[src/rtl/ilmu_pkg.sv]
package ilmu_pkg;

  typedef enum logic [1:0] {
    BP_8X8 = 2'd0,
    BP_8X4 = 2'd1,
    BP_4X8 = 2'd2,
    BP_4X4 = 2'd3
  } base_part_e;

  typedef enum logic [1:0] {
    MB_16X16 = 2'd0,
    MB_16X8  = 2'd1,
    MB_8X16  = 2'd2,
    MB_8X8   = 2'd3
  } mb_part_e;

  // Refinement code: 00 -> 0, 01 -> +1, 11 -> -1, 10 -> undefined (used as 0)
  function automatic logic [1:0] refine_value(input logic [1:0] code);
    case (code)
      2'b01:   refine_value = 2'b01;
      2'b11:   refine_value = 2'b11;
      default: refine_value = 2'b00;
    endcase
  endfunction

  function automatic logic refine_bad(input logic [1:0] code);
    refine_bad = (code == 2'b10);
  endfunction

endpackage

[src/rtl/ilmu_part_map.sv]
module ilmu_part_map
  import ilmu_pkg::*;
(
  input  logic [1:0] base_code,
  output logic [1:0] mb_code
);
  base_part_e bp;
  mb_part_e   mp;

  always_comb begin
    bp = base_part_e'(base_code);
    case (bp)
      BP_8X8:  mp = MB_16X16;
      BP_8X4:  mp = MB_16X8;
      BP_4X8:  mp = MB_8X16;
      default: mp = MB_8X8;
    endcase
    mb_code = mp;
  end
endmodule

[src/rtl/ilmu_mv_scale.sv]
module ilmu_mv_scale
  import ilmu_pkg::*;
#(
  parameter int IN_W  = 12,
  parameter int OUT_W = 12
) (
  input  logic [IN_W-1:0]  mv_in,
  input  logic [1:0]       code,
  input  logic             refine_en,
  input  logic             force_zero,
  output logic [OUT_W-1:0] mv_out,
  output logic             code_err
);
  localparam int SW = IN_W + 2;

  logic signed [SW-1:0] ext;
  logic signed [SW-1:0] rext;
  logic signed [SW-1:0] sum;
  logic [1:0]           rdec;
  logic [OUT_W-1:0]     limited;

  always_comb begin
    rdec     = refine_en ? refine_value(code) : 2'b00;
    code_err = refine_en && refine_bad(code);
    ext      = {{2{mv_in[IN_W-1]}}, mv_in};
    rext     = {{(SW-2){rdec[1]}}, rdec};
    sum      = (ext <<< 1) + rext;
  end

  generate
    if (OUT_W >= SW) begin : g_wide
      always_comb limited = {{(OUT_W-SW){sum[SW-1]}}, sum};
    end else begin : g_sat
      localparam logic signed [SW-1:0] MAXV = {{(SW-OUT_W+1){1'b0}}, {(OUT_W-1){1'b1}}};
      localparam logic signed [SW-1:0] MINV = {{(SW-OUT_W+1){1'b1}}, {(OUT_W-1){1'b0}}};
      always_comb begin
        if (sum > MAXV)      limited = MAXV[OUT_W-1:0];
        else if (sum < MINV) limited = MINV[OUT_W-1:0];
        else                 limited = sum[OUT_W-1:0];
      end
    end
  endgenerate

  assign mv_out = force_zero ? '0 : limited;
endmodule

[src/rtl/ilmu_out_stage.sv]
module ilmu_out_stage #(
  parameter int PW = 8
) (
  input  logic          clk,
  input  logic          rst,
  input  logic          in_valid,
  output logic          in_ready,
  input  logic [PW-1:0] in_data,
  output logic          out_valid,
  input  logic          out_ready,
  output logic [PW-1:0] out_data
);
  logic take;

  assign in_ready = !out_valid || out_ready;
  assign take     = in_valid && in_ready;

  always_ff @(posedge clk) begin
    if (rst) begin
      out_valid <= 1'b0;
    end else if (take) begin
      out_valid <= 1'b1;
    end else if (out_ready) begin
      out_valid <= 1'b0;
    end
  end

  always_ff @(posedge clk) begin
    if (take) out_data <= in_data;
  end

  AST_ACCEPT_SHOWS: assert property (@(posedge clk) disable iff (rst)
    take |=> (out_valid && out_data == $past(in_data)));
  AST_STALL_HOLDS: assert property (@(posedge clk) disable iff (rst)
    (out_valid && !out_ready) |=> (out_valid && $stable(out_data)));
endmodule

[src/rtl/ilmu_top.sv]
module ilmu_top
  import ilmu_pkg::*;
#(
  parameter int IN_W  = 12,
  parameter int OUT_W = 12,
  parameter int REF_W = 4
) (
  input  logic             clk,
  input  logic             rst,
  input  logic             in_valid,
  output logic             in_ready,
  input  logic [1:0]       base_part,
  input  logic             base_intra,
  input  logic             mode_refine,
  input  logic [IN_W-1:0]  mv_x,
  input  logic [IN_W-1:0]  mv_y,
  input  logic [1:0]       ref_x,
  input  logic [1:0]       ref_y,
  input  logic [REF_W-1:0] ref_idx,
  output logic             out_valid,
  input  logic             out_ready,
  output logic [1:0]       mb_part,
  output logic [OUT_W-1:0] out_mv_x,
  output logic [OUT_W-1:0] out_mv_y,
  output logic [REF_W-1:0] out_ref_idx,
  output logic             no_pred,
  output logic             refine_err
);
  localparam int NCOMP = 2;
  localparam int PW    = 2 + NCOMP*OUT_W + REF_W + 2;
  localparam logic [OUT_W-1:0] MAXO = {1'b0, {(OUT_W-1){1'b1}}};

  logic [1:0]       part_c;
  logic [IN_W-1:0]  comp_in  [NCOMP];
  logic [1:0]       comp_cd  [NCOMP];
  logic [OUT_W-1:0] comp_out [NCOMP];
  logic [NCOMP-1:0] comp_err;
  logic [PW-1:0]    pay_in, pay_out;

  assign comp_in[0] = mv_x;
  assign comp_in[1] = mv_y;
  assign comp_cd[0] = ref_x;
  assign comp_cd[1] = ref_y;

  ilmu_part_map u_part (
    .base_code (base_part),
    .mb_code   (part_c)
  );

  generate
    for (genvar i = 0; i < NCOMP; i++) begin : g_comp
      ilmu_mv_scale #(.IN_W(IN_W), .OUT_W(OUT_W)) u_scale (
        .mv_in      (comp_in[i]),
        .code       (comp_cd[i]),
        .refine_en  (mode_refine),
        .force_zero (base_intra),
        .mv_out     (comp_out[i]),
        .code_err   (comp_err[i])
      );
    end
  endgenerate

  assign pay_in = {part_c, comp_out[0], comp_out[1], ref_idx, base_intra, |comp_err};

  ilmu_out_stage #(.PW(PW)) u_stage (
    .clk       (clk),
    .rst       (rst),
    .in_valid  (in_valid),
    .in_ready  (in_ready),
    .in_data   (pay_in),
    .out_valid (out_valid),
    .out_ready (out_ready),
    .out_data  (pay_out)
  );

  assign {mb_part, out_mv_x, out_mv_y, out_ref_idx, no_pred, refine_err} = pay_out;

  logic accept;
  assign accept = in_valid && in_ready;

  AST_INTRA_ZERO: assert property (@(posedge clk) disable iff (rst)
    (out_valid && no_pred) |-> (out_mv_x == '0 && out_mv_y == '0));
  AST_BASE_EVEN: assert property (@(posedge clk) disable iff (rst)
    (accept && !mode_refine && !base_intra) |=> (out_mv_x[0] == 1'b0 || out_mv_x == MAXO));
  AST_BASE_NO_ERR: assert property (@(posedge clk) disable iff (rst)
    (accept && !mode_refine) |=> !refine_err);
  AST_BAD_CODE_ERR: assert property (@(posedge clk) disable iff (rst)
    (accept && mode_refine && (ref_x == 2'b10 || ref_y == 2'b10)) |=> refine_err);
  AST_REF_PASS: assert property (@(posedge clk) disable iff (rst)
    accept |=> (out_ref_idx == $past(ref_idx)));
endmodule

[config.mk]
export PLATFORM = sky130hd
export DESIGN_NAME = ilmu_top
export DESIGN_NICKNAME = d
export VERILOG_FILES = /design/src/rtl/ilmu_pkg.sv /design/src/rtl/ilmu_part_map.sv /design/src/rtl/ilmu_mv_scale.sv /design/src/rtl/ilmu_out_stage.sv /design/src/rtl/ilmu_top.sv
export SDC_FILE = /design/constraint.sdc
export NUM_CORES = 1
export LEC_CHECK = 0
export BUFFER_PORTS_ARGS = -buffer_cell sky130_fd_sc_hd__buf_2
export CAP_MARGIN = 20
export CORE_ASPECT_RATIO = 0.8
export CORE_MARGIN = 2
export CORE_UTILIZATION = 56
export DETAILED_ROUTE_END_ITERATION = 6
export HOLD_SLACK_MARGIN = 0.03
export PLACE_DENSITY = 0.84
export RECOVER_POWER = 25
export SETUP_SLACK_MARGIN = 0.05
export SYNTH_ARGS = -nofsm -noshare
export SYNTH_HDL_FRONTEND = slang
export SYNTH_HIERARCHICAL = 1
export SYNTH_SLANG_ARGS = --single-unit
[constraint.sdc]
create_clock -name clk -period 5 [get_ports clk]
set_input_delay 1 -clock clk [delete_from_list [all_inputs] [get_ports clk]]
set_output_delay 1 -clock clk [all_outputs]
set_load 0.01 [all_outputs]
## Word level (Yosys, flattened, before mapping)

Cells that the tools add are included.

| word-level totals | value |
|---|---|
| register bits | 33 |
| logic and storage cells | 40 |

| operators by class | value |
|---|---|
| equality and inequality tests | 8 |
| $lt $le $gt $ge | 4 |
| mux-type cells | 11 |
| add/sub/neg operators | 2 |
| reduce and logical (&&, ||, !) cells | 10 |

Operator list:

| kind | count |
|---|---|
| $add 13x2->14 | 2 |
| $gt 14x12->1 const B | 2 |
| $lt 14x12->1 const B | 2 |
| $mux 12 | 2 |
| $mux 11 | 2 |
| $eq 2x2->1 const B | 5 |
| $pmux 2 s2 | 2 |
| $eq 2x1->1 const B | 3 |
| $pmux 2 s3 | 1 |
| $reduce_or 2->1 | 3 |
| $mux 2 | 2 |
| $logic_and 1x1->1 | 3 |
| $logic_not 2->1 | 1 |
| $mux 1 | 2 |
| $reduce_bool 2->1 | 1 |
| $logic_not 1->1 | 1 |
| $logic_or 1x1->1 | 1 |

## Depth between registers and ports, before layout

Gate-level depths: netlist of the first run.

| depth | value |
|---|---|
| depth in word-level cells | 7 |
| depth in mapped cells | 12 |
| mapped depth without buffers | 11 |

## By module

The synthesis of the first run kept the hierarchy.

Modules (own cells, without submodules):

| module | seq. area each (um^2) | cells an instance | instances | area each (um^2) |
|---|---|---|---|---|
| ilmu_mv_scale | 0.0 | 113 | 2 | 907.1 |
| ilmu_out_stage | 980.9 | 37 | 1 | 1016.0 |
| ilmu_part_map | 0.0 | 2 | 1 | 7.5 |
| ilmu_top | 0.0 | 1 | 1 | 6.3 |

## Worst setup path after synthesis of the first run

OpenSTA, ideal clock, no wires.

| timing | value |
|---|---|
| path kind | input-to-reg |
| from | in mode_refine |
| to | reg u_stage.out_data[6], data pin |
| setup time | 278 ps |
| slack | 1432 ps |
| cell stages on the path | 12 |
| data required time | 4722 ps |
| arrival | 3290 ps |
| cell sequence | nand3_1 -> inv_1 -> ha_1 -> inv_1 -> fa_1 -> nand2b_1 -> a21oi_2 -> o21a_1 -> o211ai_2 -> o21ai_0 -> buf_4 -> o41ai_1 |

| between the ends | value |
|---|---|
| longest elaborated chain between the ends | 5 |
| elaborated cells between the ends (all ways) | 6 |

RTL lines:

| what | RTL line | RTL |
|---|---|---|
| start, declared | ilmu_top.sv:14 | `input logic mode_refine,` |
| $mux 2 (*) | ilmu_mv_scale.sv:23 | `rdec = refine_en ? refine_value(code) : 2'b00;` |
| $add 13x2->14 (*) | ilmu_mv_scale.sv:27 | `sum = (ext <<< 1) + rext;` |
| $lt 14x12->1 | ilmu_mv_scale.sv:38 | `else if (sum < MINV) limited = MINV[OUT_W-1:0];` |
| $mux 12 | ilmu_mv_scale.sv:38 |  |
| $mux 11 (*) | ilmu_mv_scale.sv:37 | `if (sum > MAXV) limited = MAXV[OUT_W-1:0];` |
| end signal, assigned | ilmu_out_stage.sv:29 | `if (take) out_data <= in_data;` |
| end, declared | ilmu_out_stage.sv:11 | `output logic [PW-1:0] out_data` |

Mark *: on every way between the ends. The rest lies on a longest branch, timed or not.
A chain may end at the register's enable or synchronous reset.

## Worst setup path in the final report of the first run

| timing | value |
|---|---|
| from | in mode_refine |
| to | reg u_stage.out_data[22], data pin |

Same word-level chain as after synthesis.

==> results of run 1 <==
-- worst max-delay path by stage --
stage	start	to	slack [ns]
finish	mode_refine	u_stage/out_data[22]	0.94
floorplan	mode_refine	u_stage/out_data[6]	1.43
global placement	mode_refine	u_stage/out_data[18]	0.79
global route	mode_refine	u_stage/out_data[22]	0.64
CTS	mode_refine	u_stage/out_data[22]	1.05
detailed placement	mode_refine	u_stage/out_data[22]	0.76
-- power breakdown --
part | switching (uW) | internal [uW]
clock network | 111 | 96.2
logic | 152 | 113
registers | 6.26 | 341
-- final cells by class --
cell class / instances / share of cell area (%)
clock buffer: 5 / 2.067
clock inverter: 3 / 0.5261
inverter: 9 / 1.015
multi-input combinational: 214 / 52.57
sequential: 33 / 29.46
tap: 62 / 2.330
timing repair buffer: 78 / 12.03
-- per-stage QoR --
stage / utilization, % / setup slack (ns)
6_report: 67.26 / 0.9417
5_1_grt: 67.26 / 0.6369
4_1_cts: 67.59 / 1.049
3_5_place_dp: 65.85 / 0.7646
3_3_place_gp: 65.85 / 0.7899
2_1_floorplan: - / 1.432
-- layer usage --
metal	track usage [%]	wire length, um
met5	0	0
met4	7.460	55
met2	39.10	3060
met3	5.746	543
met1	34.62	3110
-- cell families (layout without fill, tap and decap cells) --
family | Yosys count | count (layout) | synth area share [%]
AOI/OAI and AO/OA | 97 | 97 | 29.96
and+or+nand+nor | 75 | 75 | 14.74
DFF | 33 | 33 | 34.49
adders and majority gates | 26 | 26 | 11.97
buffers and inverters | 19 | 95 | 3.827
xor gates and xnor gates | 14 | 14 | 4.312
muxes | 2 | 2 | 0.7039
-- layout by cell type (no fill, tap or decap), drive strengths merged, types with 3 or more instances in the layout --
cell,instances
a21oi,21
nor3,6
xor2,12
buf,76
nand2,12
edfxtp,32
ha,24
and3,4
o41ai,20
a211o,4
inv,9
clkbuf,7
nand3b,4
nand3,4
and2,3
o21ai,12
o21a,6
nor2,20
nand2b,9
o211ai,10
or2,3
a21o,6
a211oi,8
-- worst reg2reg max path, delay by kind of cell, from the launching register on --
kind / cells / cell delay (ns)
AND/OR/NAND/NOR: 2 / 1.71
flip-flops: 1 / 0.32
-- state kept, by name, indices dropped and copies added (netlist names) --
name / flops
u_stage/out_valid: 1
u_stage/out_data: 32
-- Yosys cell counts (3+ instances only) --
master / number
edfxtp_1: 32
ha_1: 24
inv_1: 9
nor3_1: 6
a211o_1: 4
o211ai_1: 8
o21ai_0: 10
a211oi_1: 8
nand3_1: 4
o41ai_2: 18
nand2_1: 12
xor2_1: 12
nor2_1: 18
a21oi_1: 18
buf_4: 6
or2_1: 3
a21oi_2: 3
o21a_1: 6
a21o_1: 6
nand3b_1: 4
nand2b_1: 8
==> impl_metrics.tcl, run 1 <==
set metrics [dict create \
    clk_pin_slew_ns 0.07 \
    nets 407 \
    slowest_delay_ns 0.54 \
    setup_viol 0 \
    dieArea_um2 5668 \
    synth_cell_types 46 \
    num_rows 23 \
    worstPathArrival_ns 4.06 \
    cts_buffers 5 \
    drc 0 \
    drv_slew 33 \
    num_vias 2495 \
    grtUsageTotal_pct 24.89 \
    drt_iter0_drc 183 \
    r2r_slack_ns 2.56 \
    violations "max-capacitance violations, max-slew violations" \
    rr_startpoint "u_stage/out_valid" \
    crit_fanout 12 \
    yosysSeqAreaShare_pct 34.49 \
    avgSynthCellArea_um2 10.69 \
    power_leakage_uw 0.001510 \
    ioPinCount 74 \
    numPortBuffers 73 \
    place_area_um2 3259 \
    holdPathStages 2 \
    yosysTopAreaCell "edfxtp_1" \
    path_class "primary input to register" \
    period_needed_ns 4.058 \
    routedWlPerCell_um 16.75 \
    r2r-end "u_stage/out_data[25]" \
    cts_setup_buffers 0 \
    critPathTopFamily "simple AND/OR/NAND/NOR gates" \
    hold_viol_final 0 \
    cts_sinks 33 \
    final_cells 404 \
    critPathLaunchType "primary input" \
    synth-edff-count 32 \
    syn-cell-area_um2 2844 \
    area_growth_syn_to_layout_pct 17.07 \
    required_ns 5.01 \
    synth-seq-cells 33 \
    yosys_warnings 6 \
    hp-start "u_stage/out_valid" \
    cp_slowest_cell "nor2_2" \
    fin_hold_ws_ns 0.5361 \
    async_reset_ff_share_pct 0 \
    synth_ff_type "edfxtp_1" \
    fmax_mhz 246.4 \
    min_period_over_period_pct 81.17 \
    antenna_cells 0 \
    first_pass_iters 5 \
    power_density_nw_per_um2 246.0 \
    ant_nets 0 \
    root_buffer "clkbuf_8" \
    fillers 390 \
    worstSkewPairLatency_ns 0.29 \
    dp.cells 396 \
    die_h_um 67.74 \
    setup_tns_ns 0 \
    timing.slew.headroom_pct -43.42 \
    viasPerCell 6.176 \
    start_util_pct 57.46 \
    vdd_drop_max_mv 0.1824 \
    grt_pass1_vias 2340 \
    syn_nets 332 \
    seqCellArea_um2 980.9 \
    holdBufCountCts 0 \
    routabilityCongestion 0.9055 \
    die_w_um 83.68 \
    path_buf_inv 3 \
    fin_skew_ns 0.01106 \
    grt_max_degree 33 \
    rsz0062_at_grt "no" \
    dpl.hpwl_mm 5.124 \
    holdPathEnd "u_stage/out_valid" \
    worst-path-stages 12 \
    max-cap-violations 1 \
    overflow 0 \
    core-area_um2 4950 \
    grt_pass1_wl_mm 11.10 \
    ctsResizeCount 0 \
    total_power_uw 819.0 \
    synth_area_leaders "edfxtp_1 (34%), ha_1 (11%), o41ai_2 (10%)" \
    clk_path_buf_depth 2 \
    cts_tree "yes" \
    tightestPinTransition_ns 2.150 \
    antenna_found_initial 0 \
    crit_top_cell "inv_1" \
    multi_input_comb_area_um2 1750 \
    design_area_um2 3329 \
    worst_r2r_path_depth 2 \
    hp-class "register to register" \
    synth_cells 266 \
    netlist.area_leader.share_pct 33.79 \
    end_kind "register" \
    crit_chain "clkbuf_1 > nand3_1 > inv_1 > ha_1 > inv_1 > fa_1 > nand2b_1 > a21oi_2 > o21a_1 > o211ai_2 > nor2_2 > o41ai_2" \
    layout-drive-gt1-share_pct 34.50 \
    outcome "complete, but fails checks" \
    routed_wl_mm 6.769 \
    h-tree-depth 2 \
]
No activity file was read; power rests on OpenSTA's default activity.
==> run 2, diff against run 1 <==
CORE_UTILIZATION = 54   (was 56)
PLACE_DENSITY = 0.81   (was 0.84)
clock period = 3.8 ns   (was 5 ns; I/O delays follow)
==> run 2 against run 1 <==
  * The flow still finishes with violations (max-capacitance violations, max-slew violations)
  * Clock power increased by 66%
  * Combinational power grew 32%
  * Worst hold slack better by 0.0086 ns
  * Critical path type unchanged
  * Largest power group unchanged
  * Global-route usage fell by 2.3 points
  * Largest cell class unchanged
==> impl_metrics.tcl, run 2 (synthesis gave the netlist of run 1 again) <==
set metrics [dict create \
    drt_iter0_drc 157 \
    clk_pin_slew_ns 0.07 \
    cts_tree "yes" \
    violations "max-capacitance violations, max-slew violations" \
    area_growth_syn_to_layout_pct 18.70 \
    cts_sinks 33 \
    end_kind "register" \
    reg.largest.list "u_stage/out_data: 32 flops, u_stage/out_valid: 1 flops" \
    antenna_cells 0 \
    core-area_um2 5036 \
    finalWorstSetupSlack_ns 0.4550 \
    fmax_mhz 299.0 \
    place_ws_ns 0.1874 \
    cts_buffers 5 \
    grtUsageTotal_pct 22.62 \
    crit_fanout 10 \
    ioPinCount 74 \
    clk_path_buf_depth 2 \
    worstPathArrival_ns 3.36 \
    power_density_nw_per_um2 340.9 \
    hold_viol_final 0 \
    layout-drive-gt1-share_pct 34.88 \
    wl_met1_mm 3.180 \
    dr_wl_met2_mm 2.940 \
    dr_wl_met3_um 476 \
    routed_wl_mm 6.716 \
    holdBufCountCts 0 \
    hp-class "register to register" \
    first_pass_iters 4 \
    dp.cells 398 \
    timing.slew.headroom_pct -34.26 \
    h-tree-depth 2 \
    power_leakage_uw 0.001539 \
    max-cap-violations 1 \
    fin_skew_ns 0.006377 \
    overflow 0 \
    dieArea_um2 5867 \
    vdd_drop_max_mv 0.2378 \
    path_class "primary input to register" \
    antenna_found_initial 0 \
    grt_max_degree 33 \
    routabilityCongestion 0.9280 \
    rsz0062_at_grt "no" \
    ant_nets 0 \
    min_period_over_period_pct 88.03 \
    grt_pass1_vias 2176 \
    design_area_um2 3376 \
    worstSkewPairLatency_ns 0.29 \
    top_register "u_stage/out_data" \
    die_h_um 68.91 \
    grt_pass1_wl_mm 10.43 \
    setup_tns_ns 0 \
    drc 0 \
    root_buffer "clkbuf_8" \
    drv_slew 33 \
    num_vias 2476 \
    critPathLaunchType "primary input" \
    setup_viol 0 \
    num_rows 23 \
    cts_setup_buffers 0 \
    mostFrequentLayoutCells "buf_2 (72), edfxtp_1 (32), ha_1 (24)" \
    nets 409 \
    final_common_cell "buf_2" \
    start_util_pct 56.47 \
    place_area_um2 3274 \
    utilization_pct 67.03 \
    die_w_um 85.14 \
    top_layer_used "met4" \
    final_cells 406 \
    outcome "complete, but fails checks" \
    dpl.hpwl_mm 5.148 \
    ctsResizeCount 0 \
    largest_reg_flops 32 \
    period_needed_ns 3.345 \
    numPortBuffers 73 \
    routedWlPerCell_um 16.54 \
    required_ns 3.81 \
    viasPerCell 6.099 \
    tightestPinTransition_ns 2.013 \
]
==> run 2: path summary, 6_finish.rpt <==
check	slack, ns	depth (start not counted)	to	start
worst min register to register	0.54	2	u_stage/out_valid	u_stage/out_valid
worst min-delay path	0.54	2	u_stage/out_valid	u_stage/out_valid
worst max-delay path	0.46	12	u_stage/out_data[14]	mode_refine
worst max register to register	1.46	2	u_stage/out_data[23]	u_stage/out_valid
==> run 2: report_power, final <==
| part | total [uW] | leakage (uW) | internal (uW) | switching, uW |
|---|---|---|---|---|
| clock network | 343 | 0.0000585 | 214 | 129 |
| logic | 349 | 0.00116 | 149 | 200 |
| registers | 459 | 0.000325 | 449 | 9.68 |
==> run 2: metal layers <==
metal,vias up,GRT usage [%]
met2,112,35.94
met4,0,6.944
li1,1206,-
met5,-,0
met1,1146,32.09
met3,12,3.690
==> run 2: critical path, cell delays in order <==
cell and delay, ns:
buf_2 0.14, nand3_1 0.13, inv_1 0.10, ha_1 0.19
inv_1 0.07, fa_1 0.39, nand2b_1 0.20, a21oi_2 0.25
o21a_1 0.26, o211ai_2 0.15, nor2_2 0.53, o41ai_2 0.18
==> run 2: stage by stage <==
stage	power (uW)	hold slack, ns
CTS	1157	0.5135
finish	1151	0.5447
global route	1204	0.6018
detailed placement	812.7	0.5026
floorplan	709.8	0.5401
global placement	804.3	0.4816
==> run 2: layout make-up <==
| cell class | instances | area (um2) |
|---|---|---|
| fill | 401 | 1660 |
| inverter | 9 | 33.78 |
| clock inverter | 1 | 30.03 |
| clock buffer | 7 | 86.33 |
| timing repair buffer | 80 | 416.7 |
| multi-input combinational | 214 | 1750 |
| sequential | 33 | 980.9 |
| tap | 62 | 77.57 |
